[config.mk]
export PLATFORM = sky130hd
export DESIGN_NAME = rgb2yuv_conv
export DESIGN_NICKNAME = d
export VERILOG_FILES = /design/src/rtl/rgb2yuv_pkg.sv /design/src/rtl/yuv_dot3.sv /design/src/rtl/yuv_shift_sat.sv /design/src/rtl/yuv_out_stage.sv /design/src/rtl/rgb2yuv_conv.sv
export SDC_FILE = /design/constraint.sdc
export NUM_CORES = 1
export LEC_CHECK = 0
export ABC_AREA = 1
export BUFFER_PORTS_ARGS = -buffer_cell sky130_fd_sc_hd__buf_2
export CORE_MARGIN = 2
export CORE_UTILIZATION = 60
export DETAILED_ROUTE_END_ITERATION = 8
export PLACE_DENSITY = 0.77
export SLEW_MARGIN = 30
export SYNTH_ARGS = -nofsm -noshare
export SYNTH_HDL_FRONTEND = slang
export SYNTH_HIERARCHICAL = 1
export SYNTH_SLANG_ARGS = --single-unit
[constraint.sdc]
create_clock -name clk -period 7.95 [get_ports clk]
set_input_delay 0.3975 -clock clk [delete_from_list [all_inputs] [get_ports clk]]
set_output_delay 0.3975 -clock clk [all_outputs]
set_load 0.05 [all_outputs]
[src/rtl/rgb2yuv_pkg.sv]
package rgb2yuv_pkg;

    localparam int PIX_W   = 8;
    localparam int FRAC_W  = 13;
    localparam int N_CH    = 3;
    localparam int ACC_W   = PIX_W + FRAC_W + 3;

    typedef logic [PIX_W-1:0] pix_t;

    typedef struct packed {
        logic valid;
        pix_t y;
        pix_t u;
        pix_t v;
    } yuv_reg_t;

    // Weight for output component ch (0=Y,1=U,2=V) and input channel col (0=R,1=G,2=B)
    function automatic int weight(input int ch, input int col);
        int w;
        w = 0;
        case (ch)
            0: case (col) 0: w = 2104;  1: w = 4130;  default: w = 802;   endcase
            1: case (col) 0: w = -1217; 1: w = -2382; default: w = 3598;  endcase
            default: case (col) 0: w = 3598; 1: w = -3015; default: w = -583; endcase
        endcase
        return w;
    endfunction

    function automatic int bias(input int ch);
        return (ch == 0) ? 16 : 128;
    endfunction

endpackage

[src/rtl/yuv_dot3.sv]
module yuv_dot3 #(
    parameter int PW = 8,
    parameter int AW = 24,
    parameter int W0 = 0,
    parameter int W1 = 0,
    parameter int W2 = 0
) (
    input  logic [PW-1:0]        a0,
    input  logic [PW-1:0]        a1,
    input  logic [PW-1:0]        a2,
    output logic signed [AW-1:0] sum
);
    localparam logic signed [AW-1:0] K0 = AW'(W0);
    localparam logic signed [AW-1:0] K1 = AW'(W1);
    localparam logic signed [AW-1:0] K2 = AW'(W2);

    logic signed [AW-1:0] x0, x1, x2;

    always_comb begin
        x0  = AW'({1'b0, a0});
        x1  = AW'({1'b0, a1});
        x2  = AW'({1'b0, a2});
        sum = x0 * K0 + x1 * K1 + x2 * K2;
    end
endmodule

[src/rtl/yuv_shift_sat.sv]
module yuv_shift_sat #(
    parameter int PW  = 8,
    parameter int AW  = 24,
    parameter int FW  = 13,
    parameter int OFS = 16
) (
    input  logic signed [AW-1:0] sum,
    output logic [PW-1:0]        res
);
    localparam logic signed [AW-1:0] K_OFS = AW'(OFS);
    localparam logic signed [AW-1:0] K_MAX = AW'((1 << PW) - 1);

    logic signed [AW-1:0] scaled;
    logic signed [AW-1:0] biased;

    always_comb begin
        scaled = sum >>> FW;
        biased = scaled + K_OFS;
        if (biased < 0)
            res = '0;
        else if (biased > K_MAX)
            res = '1;
        else
            res = biased[PW-1:0];
    end
endmodule

[src/rtl/yuv_out_stage.sv]
module yuv_out_stage
    import rgb2yuv_pkg::*;
(
    input  logic clk,
    input  logic rst,
    input  logic in_valid,
    output logic in_ready,
    input  pix_t nxt_y,
    input  pix_t nxt_u,
    input  pix_t nxt_v,
    output logic out_valid,
    input  logic out_ready,
    output pix_t out_y,
    output pix_t out_u,
    output pix_t out_v
);
    yuv_reg_t st_d, st_q;
    logic     take_d;

    always_comb begin
        st_d   = st_q;
        take_d = in_valid && (!st_q.valid || out_ready);
        if (take_d) begin
            st_d.valid = 1'b1;
            st_d.y     = nxt_y;
            st_d.u     = nxt_u;
            st_d.v     = nxt_v;
        end else if (out_ready) begin
            st_d.valid = 1'b0;
        end
    end

    always_ff @(posedge clk) begin
        if (rst) begin
            st_q.valid <= 1'b0;
            st_q.y     <= '0;
            st_q.u     <= '0;
            st_q.v     <= '0;
        end else begin
            st_q <= st_d;
        end
    end

    assign in_ready  = !st_q.valid || out_ready;
    assign out_valid = st_q.valid;
    assign out_y     = st_q.y;
    assign out_u     = st_q.u;
    assign out_v     = st_q.v;

    // stalled result stays put
    a_r6_hold: assert property (@(posedge clk) disable iff (rst)
        (out_valid && !out_ready) |=> (out_valid && $stable(out_y) && $stable(out_u) && $stable(out_v)));

    // no acceptance during a stall
    a_r6_stall_blocks: assert property (@(posedge clk) disable iff (rst)
        (out_valid && !out_ready) |-> !in_ready);

    // accepted pixel shows up after one edge
    a_r5_latency: assert property (@(posedge clk) disable iff (rst)
        (in_valid && in_ready) |=> out_valid);

    // a taken result with no new pixel drains
    a_r9_drain: assert property (@(posedge clk) disable iff (rst)
        (out_valid && out_ready && !in_valid) |=> !out_valid);

    // reachable ranges of the clamped components
    a_r4_luma_range: assert property (@(posedge clk) disable iff (rst)
        out_valid |-> (out_y >= 8'd16 && out_y <= 8'd235));

    a_r4_chroma_range: assert property (@(posedge clk) disable iff (rst)
        out_valid |-> (out_u >= 8'd15 && out_u <= 8'd239 && out_v >= 8'd15 && out_v <= 8'd239));
endmodule

[src/rtl/rgb2yuv_conv.sv]
module rgb2yuv_conv
    import rgb2yuv_pkg::*;
(
    input  logic       clk,
    input  logic       rst,
    input  logic       in_valid,
    output logic       in_ready,
    input  logic [7:0] in_r,
    input  logic [7:0] in_g,
    input  logic [7:0] in_b,
    output logic       out_valid,
    input  logic       out_ready,
    output logic [7:0] out_y,
    output logic [7:0] out_u,
    output logic [7:0] out_v
);
    logic signed [ACC_W-1:0] acc [N_CH];
    pix_t                    comp [N_CH];

    for (genvar ch = 0; ch < N_CH; ch++) begin : g_chan
        yuv_dot3 #(
            .PW(PIX_W), .AW(ACC_W),
            .W0(weight(ch, 0)), .W1(weight(ch, 1)), .W2(weight(ch, 2))
        ) u_dot (
            .a0(in_r), .a1(in_g), .a2(in_b), .sum(acc[ch])
        );

        yuv_shift_sat #(
            .PW(PIX_W), .AW(ACC_W), .FW(FRAC_W), .OFS(bias(ch))
        ) u_sat (
            .sum(acc[ch]), .res(comp[ch])
        );
    end

    yuv_out_stage u_stage (
        .clk(clk), .rst(rst),
        .in_valid(in_valid), .in_ready(in_ready),
        .nxt_y(comp[0]), .nxt_u(comp[1]), .nxt_v(comp[2]),
        .out_valid(out_valid), .out_ready(out_ready),
        .out_y(out_y), .out_u(out_u), .out_v(out_v)
    );
endmodule

== Yosys cells after proc, flatten, opt, wreduce, memory -nomap -nowiden ==
Index checks and enable logic that the tools add are counted.

* Add/subtract/negate cells: 9
* $mul: 9
* Magnitude comparators: 6
* Mux-type cells: 8
* Reductions and logical operators: 4

{| class="wikitable"
|+ Operators with widths
! operator !! count
|-
| $add 24x24->24 || 3
|-
| $mux 8 || 6
|-
| $mul 9x12->21 const B || 2
|-
| $mul 8x11->19 const B || 2
|-
| $gt 12x9->1 const B || 3
|-
| $lt 12x1->1 const B || 3
|-
| $mul 8x9->17 const B || 2
|-
| $add 11x9->12 const B || 2
|-
| $add 24x19->24 || 1
|-
| $add 24x20->24 || 1
|-
| $add 24x21->24 || 1
|-
| $mul 9x13->22 const B || 1
|-
| $mul 8x12->20 const B || 1
|-
| $mul 9x11->20 const B || 1
|-
| $add 11x6->12 const B || 1
|-
| $mux 1 || 2
|-
| $reduce_bool 2->1 || 1
|-
| $logic_and 1x1->1 || 1
|-
| $logic_not 1->1 || 1
|-
| $logic_or 1x1->1 || 1
|}

* Register bits after elaboration: 25
* Input port bits: 28

== Depth between registers and ports, before layout ==
Gate-level depths: netlist of run 1.

* Word-level depth: 7
* Mapped depth: 44

== By module ==
The synthesis of run 1 kept the hierarchy.

{| class="wikitable"
|+ Modules (own cells, without submodules)
! module !! times used !! cells each !! area an instance (um^2) !! sequential area each (um^2)
|-
| yuv_dot3 at g_chan[1].u_dot || 1 || 1053 || 7697.4 || 0.0
|-
| yuv_dot3 at g_chan[2].u_dot || 1 || 924 || 7215.7 || 0.0
|-
| yuv_dot3 at g_chan[0].u_dot || 1 || 584 || 4073.9 || 0.0
|-
| yuv_out_stage || 1 || 162 || 1099.8 || 500.5
|-
| yuv_shift_sat at g_chan[1].u_sat ... || 2 || 43 || 219.0 || 0.0
|-
| yuv_shift_sat at g_chan[0].u_sat || 1 || 53 || 270.3 || 0.0
|}

== Worst setup path after synthesis of run 1 ==
OpenSTA, ideal clock, no wires.

* Path type: input to register
* From: in in_g[0]
* To: reg u_stage.st_q, in the netlist u_stage/out_u[6]
* Arrival time: 7.100 ns
* Path slack: 0.733 ns
* Cell stages on the path: 41
* Path buffers: 0
* Cells stage by stage: inv_1 -> fa_1 -> inv_1 -> fa_1 -> fa_1 -> inv_1 -> fa_1 -> inv_1 -> ha_1 -> a21oi_1 -> nor2_1 -> nor2_1 -> nand3_1 -> nand2_1 -> nand2_1 -> fa_1 -> inv_1 -> fa_1 -> [5 not listed] -> nand2_1 -> nor2_1 -> nand2_1 -> nand3_1 -> nand2_1 -> nand2_1 -> ha_1 -> inv_1 -> nand2_1 -> nand2_2 -> nor2_4 -> nand4_1 -> nand2_1 -> inv_1 -> inv_1 -> nand3_1 -> nand2_1 -> nor2_1

{| class="wikitable"
|+ RTL lines
! item !! RTL line !! source
|-
| start: declaration || rgb2yuv_conv.sv:9 || <nowiki>input logic [7:0] in_g,</nowiki>
|-
| end signal: assignment || yuv_out_stage.sv:40 || <nowiki>st_q <= st_d;</nowiki>
|-
| end: declaration || yuv_out_stage.sv:17 || <nowiki>yuv_reg_t st_d, st_q;</nowiki>
|}

==> metrics.cfg, run 1 <==
[outcome]
status = finished clean

[critical_path]
max_stage_delay_ns = 0.52
ff2ff_path_depth = 5
start_kind = primary input
critical_path_class = primary input to flip-flop
r2r_start = u_stage/out_valid
slowest_stage = fa_1
critPathArrivalTime_ns = 7.74
r2r_slack_ns = 6.32
end_kind = flip-flop
cp_num_buf_inv = 11
critPathTopFamily = adder cells
cp_common_cell = inv_1
crit_path_max_fanout = 8
r2r_end = u_stage/out_v[4]
cp.required_ns = 8.11

[sta]
setup_viol = 0
timing.final.crit_share_pct = 95.4
finalSetupTns_ns = 0
drv_slew = 0
fin_skew_ns = 0.00129
worst_pin_slew_ns = 0.768
max-slew-margin-rel_pct = 48.8
hold_viol = 0
max_freq_ghz = 0.132
period_minus_slack_ns = 7.58

[clock_tree]
clock_latency_ns = 0.26
h-tree-depth = 1
cts_hold_buf = 0
cts_tree = built
clk_path_buf_depth = 2
cts_sinks = 25
clockRootBuffer = clkbuf_16
numCtsBuffers = 3
clk_pin_slew_worst_paths_ns = 0.06

[die]
design.die.area_um2 = 35700
start_util_pct = 61.0
core_um2 = 33600
pin_count = 54
die_h_um = 189
die_w_um = 189
rows = 67

[final_layout]
layout-drive-gt1-share_pct = 8.32
fill_cells = 3007
postLayoutCellArea_um2 = 21900
multi_input_area_um2 = 17200
nNetsFinal = 3620
syn_to_final_growth_pct = 6.92
antenna_cells = 0
finish.utilization_pct = 65.2
regArea_um2 = 500

[global_route]
grt_start_max_net_pins = 50
grt_pass1_vias = 18300
grt_pass1_wl_mm = 88.5
grt_use_total_pct = 30.8
gr-total-overflow = 0
antenna_found_initial = 0

[routing]
drt_pass1_iterations = 7
drc = 0
num_vias = 17600
drtAntennaViolNets = 0
vias_per_cell = 5.25
drt-total-wl_mm = 52.4
wl_per_cell_um = 15.7
drt_iter0_markers = 970

[min_path]
worstHoldPathType = primary input to flip-flop
holdPathStages = 2
min_to = u_stage/out_valid
min-delay-start = rst

[synth]
syn_area_per_cell_um2 = 7.27
synthesis.instances = 2820
ys_warn_count = 6
syn_area_um2 = 20500

[placed_design]
io_buffers = 53
dp_hpwl_mm = 46.7
placed_area_um2 = 21500
routabilityCongestion = 0.984

[job]
drv_cap = 0

placed cells by master, fill, tap and decap left out, types with 17 or more instances in the layout:
cell     instances
dfxtp_1         25
fa_1           289
inv_2           17
o21ai_0         17
buf_2           51
nand3_1        137
ha_1           378
xor2_1          30
nand4_1         39
inv_1          784
buf_4           36
a21oi_1        108
xnor2_1         22
nand2_1        631
nor2_1         143
nand2_2         34
repair_timing:
| item | 4_1_cts | 5_1_grt |
|---|---|---|
| buffers inserted | 0 | 1 |
| setup endpoints to repair | 0 | 16 |
| gates resized for setup | 0 | 74 |
how the worst max path moves through the flow:
stage	start	to	slack, ns	cells past startpoint
floorplan	in_g[0]	u_stage/out_u[6]	0.73	41
global placement	in_r[6]	u_stage/out_v[1]	0.0005	40
detailed placement	in_g[2]	u_stage/out_u[0]	-0.002	44
CTS	in_g[2]	u_stage/out_u[0]	0.22	44
global route	in_g[2]	u_stage/out_u[7]	-0.04	41
finish	in_g[2]	u_stage/out_u[0]	0.37	42
per-stage QoR:
stage / worst slack, ns / cells / hold slack, ns
6_report: 0.368 / 3345 / 0.294
5_1_grt: -0.0425 / 3345 / 0.292
4_1_cts: 0.218 / 3344 / 0.287
3_5_place_dp: -0.00152 / 3340 / 0.465
3_3_place_gp: 0.000469 / 3340 / 0.455
2_1_floorplan: 0.733 / 2821 / 0.467
layout make-up:
| cell class | instances | area share (%) |
|---|---|---|
| clock buffer | 3 | 0.342 |
| clock inverter | 1 | 0.0228 |
| inverter | 801 | 13.7 |
| multi-input combinational | 1978 | 78.6 |
| sequential | 25 | 2.28 |
| tap | 448 | 2.56 |
| timing repair buffer | 89 | 2.47 |
flip-flops by register name, indices dropped and copies added, names as in the netlist:
name	flops
u_stage/out_y	8
u_stage/out_u	8
u_stage/out_v	8
u_stage/out_valid	1
layer usage:
layer  routed length (um)  global-route usage (%)  vias to the layer above
li1                     -                       -                     8649
met1                23200                    41.4                     8396
met2                24600                    53.4                      457
met3                 3230                    3.65                       69
met4                 1420                    7.00                        0
met5                    0                       0                        -
Power of run 1 is not shown: default switching activity piles up to over one toggle a cycle in this logic, so the estimate is an artifact.
==> run 2: changes to the inputs <==
- CTS_BUF_LIST: default -> sky130_fd_sc_hd__clkbuf_2
- SKIP_LAST_GASP: default -> 1
==> run 2 against run 1 <==
Effect of this change:
- clock skew increased by 0.012 ns
- clock-buffer cell count unchanged
- global-route usage about the same
- register-to-register slack got worse by 0.02 ns
- fmax increased by 0.96%
- via count decreased by 0.67%
- flip-flop and latch count unchanged
- first-iteration DRC count increased by 6.4%
- worst hold slack got worse by 0.17 ns
- critical path depth decreased by 3
- final cell count about the same
- non-clock buffer count decreased by 1
- critical endpoint unchanged
- largest cell class unchanged
- highest routed layer unchanged
==> metrics.cfg, run 2 (synthesis results as in run 1) <==
[critical_path]
crit_path_max_fanout = 8
start_kind = primary input
r2r_start = u_stage/out_valid
critPathArrivalTime_ns = 7.83
r2r_slack_ns = 6.30
end_kind = flip-flop
cp.required_ns = 8.27
cp_common_cell = inv_1
r2r_end = u_stage/out_v[4]
critical_path_class = primary input to flip-flop
ff2ff_path_depth = 5
slowest_stage = fa_1
max_stage_delay_ns = 0.56

[die]
rows = 67
die_w_um = 189
design.die.area_um2 = 35700
pin_count = 54
die_h_um = 189
core_um2 = 33600
start_util_pct = 61.0

[clock_tree]
cts_hold_buf = 0
cts_tree = built
clock_latency_ns = 0.39
numCtsBuffers = 3
h-tree-depth = 1
clk_pin_slew_worst_paths_ns = 0.26
cts_sinks = 25
clockRootBuffer = clkbuf_2
clk_path_buf_depth = 2

[routing]
drt_pass1_iterations = 6
drt_iter0_markers = 1032
drt-total-wl_mm = 51.8
wl_per_cell_um = 15.5
drc = 0
drtAntennaViolNets = 0
num_vias = 17500
vias_per_cell = 5.22

[final_layout]
regArea_um2 = 500
final_cells = 3344
antenna_cells = 0
syn_to_final_growth_pct = 5.30
layout-drive-gt1-share_pct = 7.15
top_regs = u_stage/out_u (8), u_stage/out_v (8), u_stage/out_y (8)
fill_cells = 3045
mostFrequentLayoutCells = 785 x inv_1, 638 x nand2_1, 395 x ha_1, 291 x fa_1, 144 x nor2_1
layout_commonest_cell = inv_1
nNetsFinal = 3619
multi_input_area_um2 = 17000

[placed_design]
dp_cells = 3340
io_buffers = 53
routabilityCongestion = 0.984
pre_cts_ws_ns = -0.00152
dp_hpwl_mm = 46.7

[sta]
drv_slew = 0
fin_skew_ns = 0.0130
max_freq_ghz = 0.133
rsz0062_at_grt = no
setup_ws_ns = 0.440
setup_viol = 0
max-slew-margin-rel_pct = 48.6
period_minus_slack_ns = 7.51
hold_viol = 0
worst_pin_slew_ns = 0.771
timing.final.crit_share_pct = 94.5

[min_path]
worstHoldPathType = primary input to flip-flop
min_to = u_stage/out_valid
min-delay-start = rst
holdPathStages = 2

[global_route]
grt_start_max_net_pins = 50
grt_pass1_wl_mm = 88.5
grt_pass1_vias = 18300
gr-total-overflow = 0
antenna_found_initial = 0
grt_use_total_pct = 30.8

[job]
drv_cap = 0

[outcome]
status = finished clean

==> run 2: cell types whose count changed in the layout (fill, tap and decap cells not counted), moves of 3 or more <==
cell / change
a21oi_4: -3
ha_2: -4
ha_1: +17
clkbuf_2: +3
nand2_2: -7
a21oi_1: +3
nand2_1: +7
clkbuf_16: -3
ha_4: -13
==> run 2: cell type report <==
cell class,count,share of cell area (%)
clock buffer,3,0.0695
clock inverter,1,0.0232
inverter,801,13.9
multi-input combinational,1978,78.6
sequential,25,2.32
tap,448,2.60
timing repair buffer,88,2.45
==> run 2: timing repair <==
| action | in CTS | in global routing |
|---|---|---|
| endpoints found under the setup margin | 0 | 16 |
| endpoints found under the hold margin | 0 | 0 |
| buffers inserted | 0 | 0 |
| resized for setup | 0 | 25 |
==> run 2: worst max-delay path, delay by kind of cell <==
kind	cells	cell delay, ns
adder cells (fa/ha/maj)	10	4.38
AND/OR/NAND/NOR	17	1.84
buffers and inverters	10	0.73
AO/OA/AOI/OAI	1	0.29
XOR/XNOR	1	0.19
==> run 2: per-stage QoR <==
stage          util (%)   TNS, ns  hold WS, ns  instance area [um2]
2_1_floorplan         -         0        0.467                20500
3_3_place_gp       63.9         0        0.455                21500
3_5_place_dp       63.9  -0.00152        0.465                21500
4_1_cts            64.0         0        0.112                21500
5_1_grt            64.2         0       0.0754                21600
6_report           64.2         0        0.123                21600
==> run 2: routing by layer <==
layer  GRT usage, %  share of wire (%)  wire, um
met4           7.09                2.8      1460
met5              0                  0         0
met3           3.73                6.1      3150
met1           41.4                 45     23100
met2           53.4                 47     24100
==> run 2: worst max path at each step <==
stage                            end     from  slack (ns)  cells after the start
floorplan           u_stage/out_u[6]  in_g[0]        0.73                     41
global placement    u_stage/out_v[1]  in_r[6]      0.0005                     40
detailed placement  u_stage/out_u[0]  in_g[2]      -0.002                     44
CTS                 u_stage/out_u[0]  in_g[2]        0.38                     44
global route        u_stage/out_u[0]  in_g[2]       0.004                     43
finish              u_stage/out_u[0]  in_g[0]        0.44                     39
Power of run 2 is left out for the same reason.
